==> src/rtl/pkt_sched_pkg.sv <==
package pkt_sched_pkg;
  localparam int CODE_W   = 4;
  localparam logic [CODE_W-1:0] END_CODE = 4'hF;

  // strobes from sequencing control to the slot datapath
  typedef struct packed {
    logic restart;
    logic advance;
  } seqStrobeT;

  function automatic logic isSendable(input logic [CODE_W-1:0] code);
    case (code)
      4'd0, 4'd1, 4'd2, 4'd3, 4'd5: return 1'b1;
      default:                      return 1'b0;
    endcase
  endfunction
endpackage

==> src/rtl/pkt_slot_dp.sv <==
module pkt_slot_dp
  import pkt_sched_pkg::*;
#(
  parameter int SLOTS_PER_WORD = 4,
  parameter int NUM_WORDS      = 2,
  localparam int SLOT_BITS = SLOTS_PER_WORD * CODE_W,
  localparam int TOTAL     = SLOTS_PER_WORD * NUM_WORDS,
  localparam int IDX_W     = (TOTAL > 1) ? $clog2(TOTAL) : 1,
  localparam int SEL_W     = (NUM_WORDS > 1) ? $clog2(NUM_WORDS) : 1
) (
  input  logic                 clk,
  input  logic                 rstN,
  input  logic                 cfgWrEn,
  input  logic [SEL_W-1:0]     cfgWrSel,
  input  logic [SLOT_BITS-1:0] cfgWrData,
  input  logic                 frameStart,
  input  seqStrobeT            strobes,
  output logic [CODE_W-1:0]    curCode,
  output logic                 atLastSlot
);
  logic [SLOT_BITS-1:0]      stagedWord [NUM_WORDS];
  logic [TOTAL*CODE_W-1:0]   stagedFlat;
  logic [TOTAL*CODE_W-1:0]   activeList;
  logic [IDX_W-1:0]          cursor;

  // shadow words written by software
  for (genvar w = 0; w < NUM_WORDS; w++) begin : g_stage
    always_ff @(posedge clk) begin
      if (!rstN)
        stagedWord[w] <= '1;
      else if (cfgWrEn && (cfgWrSel == SEL_W'(w)))
        stagedWord[w] <= cfgWrData;
    end
    assign stagedFlat[w*SLOT_BITS +: SLOT_BITS] = stagedWord[w];
  end

  // working copy, refreshed only on restart
  always_ff @(posedge clk) begin
    if (!rstN)
      activeList <= '1;
    else if (strobes.restart)
      activeList <= stagedFlat;
  end

  always_ff @(posedge clk) begin
    if (!rstN)
      cursor <= '0;
    else if (strobes.restart)
      cursor <= '0;
    else if (strobes.advance)
      cursor <= cursor + IDX_W'(1);
  end

  assign curCode    = activeList[int'(cursor)*CODE_W +: CODE_W];
  assign atLastSlot = (cursor == IDX_W'(TOTAL - 1));

  // the working list only moves on a frame-start pulse
  assert_list_frozen_R8: assert property (@(posedge clk) disable iff (!rstN)
    !frameStart |=> $stable(activeList));

  // one accepted step moves the cursor by exactly one slot
  assert_step_one_R4: assert property (@(posedge clk) disable iff (!rstN)
    (strobes.advance && !strobes.restart) |=> cursor == $past(cursor) + IDX_W'(1));
endmodule

==> src/rtl/pkt_seq_ctl.sv <==
module pkt_seq_ctl
  import pkt_sched_pkg::*;
(
  input  logic              clk,
  input  logic              rstN,
  input  logic              frameStart,
  input  logic              pktAccept,
  input  logic [CODE_W-1:0] curCode,
  input  logic              atLastSlot,
  output seqStrobeT         strobes,
  output logic              pktValid,
  output logic [CODE_W-1:0] pktType
);
  logic running;
  logic codeSendable;
  logic codeEnd;
  logic stepNow;
  logic stopNow;

  always_comb begin
    codeSendable    = isSendable(curCode);
    codeEnd         = (curCode == END_CODE);
    stepNow         = running && !frameStart && !codeEnd && (!codeSendable || pktAccept);
    stopNow         = running && !frameStart && (codeEnd || (atLastSlot && stepNow));
    strobes.restart = frameStart;
    strobes.advance = stepNow;
  end

  always_ff @(posedge clk) begin
    if (!rstN)
      running <= 1'b0;
    else if (frameStart)
      running <= 1'b1;
    else if (stopNow)
      running <= 1'b0;
  end

  assign pktValid = running && codeSendable && !frameStart;
  assign pktType  = curCode;

  // an offer is held until taken
  assert_offer_hold_R3: assert property (@(posedge clk) disable iff (!rstN)
    (pktValid && !pktAccept) |=> (frameStart || (pktValid && $stable(pktType))));

  // only issuable codes are ever offered
  assert_legal_code_R7: assert property (@(posedge clk) disable iff (!rstN)
    pktValid |-> (pktType inside {4'd0, 4'd1, 4'd2, 4'd3, 4'd5}));

  // an end code silences the output until the next pulse
  assert_end_stops_R5: assert property (@(posedge clk) disable iff (!rstN)
    (running && codeEnd && !frameStart) |=> !pktValid);

  // no handshake in a restart cycle
  assert_restart_quiet_R9: assert property (@(posedge clk) disable iff (!rstN)
    frameStart |-> !pktValid);
endmodule

==> src/rtl/pkt_slot_sched.sv <==
module pkt_slot_sched
  import pkt_sched_pkg::*;
#(
  parameter int REG_W          = 32,
  parameter int SLOTS_PER_WORD = 4,
  parameter int NUM_WORDS      = 2,
  localparam int SLOT_BITS = SLOTS_PER_WORD * CODE_W,
  localparam int SEL_W     = (NUM_WORDS > 1) ? $clog2(NUM_WORDS) : 1
) (
  input  logic              clk,
  input  logic              rstN,
  input  logic              cfgWrEn,
  input  logic [SEL_W-1:0]  cfgWrSel,
  input  logic [REG_W-1:0]  cfgWrData,
  input  logic              frameStart,
  input  logic              pktAccept,
  output logic              pktValid,
  output logic [CODE_W-1:0] pktType
);
  seqStrobeT         strobes;
  logic [CODE_W-1:0] curCode;
  logic              atLastSlot;
  logic              unusedHighBits;

  // slot fields fill only the low part of each word
  if (REG_W > SLOT_BITS) begin : g_spare
    assign unusedHighBits = ^cfgWrData[REG_W-1:SLOT_BITS];
  end else begin : g_nospare
    assign unusedHighBits = 1'b0;
  end

  pkt_slot_dp #(
    .SLOTS_PER_WORD(SLOTS_PER_WORD),
    .NUM_WORDS     (NUM_WORDS)
  ) u_dp (
    .clk       (clk),
    .rstN      (rstN),
    .cfgWrEn   (cfgWrEn),
    .cfgWrSel  (cfgWrSel),
    .cfgWrData (cfgWrData[SLOT_BITS-1:0]),
    .frameStart(frameStart),
    .strobes   (strobes),
    .curCode   (curCode),
    .atLastSlot(atLastSlot)
  );

  pkt_seq_ctl u_ctl (
    .clk       (clk),
    .rstN      (rstN),
    .frameStart(frameStart),
    .pktAccept (pktAccept),
    .curCode   (curCode),
    .atLastSlot(atLastSlot),
    .strobes   (strobes),
    .pktValid  (pktValid),
    .pktType   (pktType)
  );
endmodule

==> config.mk <==
export PLATFORM = sky130hd
export DESIGN_NAME = pkt_slot_sched
export DESIGN_NICKNAME = d
export VERILOG_FILES = /design/src/rtl/pkt_sched_pkg.sv /design/src/rtl/pkt_slot_dp.sv /design/src/rtl/pkt_seq_ctl.sv /design/src/rtl/pkt_slot_sched.sv
export SDC_FILE = /design/constraint.sdc
export NUM_CORES = 1
export LEC_CHECK = 0
export BUFFER_PORTS_ARGS = -buffer_cell sky130_fd_sc_hd__buf_2
export CORE_ASPECT_RATIO = 1.5
export CORE_MARGIN = 2
export CORE_UTILIZATION = 45
export CTS_CLUSTER_DIAMETER = 80
export DETAILED_ROUTE_END_ITERATION = 7
export PLACE_DENSITY = 0.77
export SETUP_SLACK_MARGIN = 0.4
export SYNTH_ARGS = -nofsm -noshare
export SYNTH_HDL_FRONTEND = slang
export SYNTH_HIERARCHICAL = 1
export SYNTH_SLANG_ARGS = --single-unit
==> constraint.sdc <==
create_clock -name clk -period 3.66 [get_ports clk]
set_input_delay 0.549 -clock clk [delete_from_list [all_inputs] [get_ports clk]]
set_output_delay 0.549 -clock clk [all_outputs]
set_load 0.02 [all_outputs]
==> reports/qor.yml <==
cts:
  hold_buffers: 0
  cts_tree: "built"
  clk_latency_ns: 0.34
  cts-resized-gates: 1
  clk_path_buf_depth: 2
  post_cts_buffers: 0
  cts_sinks: 68
  numCtsBuffers: 9
  clk_pin_slew_worst_paths_ns: 0.07
  root_buffer: "clkbuf_8"
  htreeDepth: 3
pwr:
  p_sw_mw: 0.345
  pwr_density_cell_mw_per_mm2: 480
  internal_power_mw: 1.19
  power_frac_seq: 0.568
  ir_worst_vdd_v: 0.000313
  power_leakage_nw: 1.20
  swShare: 0.225
  power_mw: 1.53
  p_clk_frac: 0.350
  pwr-share-comb: 0.082
critical_path:
  cp_cell_sequence: "mux4_1, mux2_2, nand2b_4, a2111oi_4, buf_2"
  cp_num_buf_inv: 1
  crit_type: "flip-flop to primary output"
  cp.arrival_ns: 2.47
  cp_top_family: "multiplexers"
  startpoint_type: "flip-flop"
  crit_slowest_cell: "mux4_1"
  r2r_slack_ns: 1.17
  cp_max_fo: 10
  required_ns: 3.11
  r2r_cells: 6
  rr_endpoint: "u_dp/cursor[2]"
  r2r-start: "u_dp/cursor[0]"
  crit_path_end_kind: "primary output"
  max_stage_delay_ns: 0.59
  endpoint: "pktValid"
  startpoint: "u_dp/cursor[0]"
  crit_cells: 5
timing:
  rsz0062_at_grt: "false"
  fin_skew_ns: 0.00833
  setup_violations: 0
  fin_crit_ns: 3.02
  setup_tns_ns: 0
  period_share: 0.825
  whs_ns: 0.463
  worstMarginPinSlew_ns: 1.05
  hold_violations: 0
  fin_ws_ns: 0.639
  slew_violations: 0
  clock.fmax_mhz: 331
  max_slew_margin: 0.297
synth:
  syn-mean-instance-area_sq_um: 13.2
  ys_types: 27
  syn_area_sq_mm: 0.00288
  ys_ff_latch: 68
  yosysWarningCount: 6
  syn_nets: 259
  postSynthCellCount: 219
  ys_seq_area_frac: 0.583
route:
  drcViolationCount: 0
  wl_per_cell_microns: 16.5
  drtIter0Drc: 81
  wirelength_microns: 5260
  detail_route.vias_per_cell: 5.23
  dr_total_vias: 1669
  dr.pass1.iters: 4
  ant_nets: 0
die:
  die_w_microns: 69.4
  start_util: 0.467
  die_height_microns: 102
  ios: 43
  core_area_sq_mm: 0.00617
  dieArea_sq_mm: 0.00708
  fp-row-count: 35
hold_path:
  worstHoldStart: "u_dp/stagedWord[1][3]"
  hold_class: "flip-flop to flip-flop"
placed_design:
  finalWeightedCongestion: 0.707
  dpl.hpwl_microns: 3440
  pre_cts_ws_ns: 0.770
  io_buffers: 26
global_route:
  grt_pass1_vias: 1759
  grt_max_degree: 37
  grt_first_pass_wirelength_microns: 8430
  track_usage: 0.162
  overflow: 0
  antenna_found_initial: 0
layout:
  final_cell_mix: "nand2_1, dfxtp_1, mux2i_1"
  n_antenna_cell: 0
  drive_above_1_share: 0.335
  fill_cells: 530
  nets: 280
  area_growth_pct: 10.7
run_status:
  status: "complete, no violations"
run:
  cap_violations: 0
## flip-flops by register name, summed over array words and instances, names as in the netlist
signal / count
u_dp/stagedWord: 32
u_dp/activeList: 32
u_ctl/running: 1
u_dp/cursor: 3
## layer usage
metal | global-route usage | share of wire | vias to the layer above
met3 | 0.0316 | 0.035 | 10
met5 | 0 | 0 | -
met2 | 0.294 | 0.54 | 37
met1 | 0.174 | 0.41 | 812
li1 | - | - | 810
met4 | 0.0965 | 0.018 | 0
## power groups by stage
stage                     clock (mW)  sequential, mW  combinational, mW
after floorplan                    0           0.879             0.0965
after global placement             0           0.885              0.121
after detailed placement           0           0.888              0.126
after CTS                      0.554           0.872              0.127
after global routing           0.579           0.875              0.139
final                          0.537           0.871              0.126
## area by class of cell
cell class,instances,area [sq um],area share
clock buffer,14,163,0.0509
clock inverter,2,10.0,0.00313
inverter,2,7.51,0.00235
multi-input combinational,131,1090,0.342
sequential,68,1680,0.527
tap,74,92.6,0.0290
timing repair buffer,28,145,0.0455
## tightest hold or removal path, cell delays in order (launching register included)
cell	delay [ns]
edfxtp_1	0.32
mux2i_1	0.06
nand2_1	0.06
## stage by stage
step,instances,utilization,instance area (sq um)
after floorplan,219,-,2880
after global placement,303,0.489,3020
after detailed placement,303,0.489,3020
after CTS,319,0.517,3190
after global routing,319,0.517,3190
final,319,0.517,3190
## cells in the mapped netlist (all sizes together)
library cell | count | area, sq um
a2111oi | 1 | 27.5
a211oi | 1 | 12.5
a31oi | 1 | 6.26
a32o | 1 | 10.0
buf | 12 | 80.1
clkbuf | 6 | 22.5
dfxtp | 36 | 721
edfxtp | 32 | 961
ha | 2 | 25.0
inv | 2 | 7.51
mux2 | 4 | 45.0
mux2i | 34 | 340
mux4 | 8 | 210
nand2 | 35 | 131
nand2b | 2 | 20.0
nand3 | 1 | 5.00
nand3b | 1 | 7.51
nand4 | 1 | 6.26
nor2 | 3 | 11.3
nor4b | 1 | 15.0
o21ai | 2 | 10.0
or2 | 32 | 200
xnor2 | 1 | 8.76
## kinds of logic (layout without fill, tap and decap cells)
group | after synthesis | in the layout | synth area share
flip-flops | 68 | 68 | 0.583
multiplexers | 46 | 46 | 0.207
adder cells (fa/ha/maj) | 2 | 2 | 0.00868
buffers and inverters | 20 | 46 | 0.0382
AO/OA/AOI/OAI | 6 | 6 | 0.0230
XOR/XNOR | 1 | 1 | 0.00304
AND/OR/NAND/NOR | 76 | 76 | 0.138
## worst min-delay path by stage
stage                     endpoint  cells after the start
6_report       u_dp/activeList[19]                      2
3_3_place_gp   u_dp/activeList[17]                      2
5_1_grt        u_dp/activeList[18]                      2
3_5_place_dp   u_dp/activeList[19]                      2
2_1_floorplan  u_dp/activeList[11]                      2
4_1_cts        u_dp/activeList[18]                      2
Note: power is estimated with default switching activity, not from simulation.
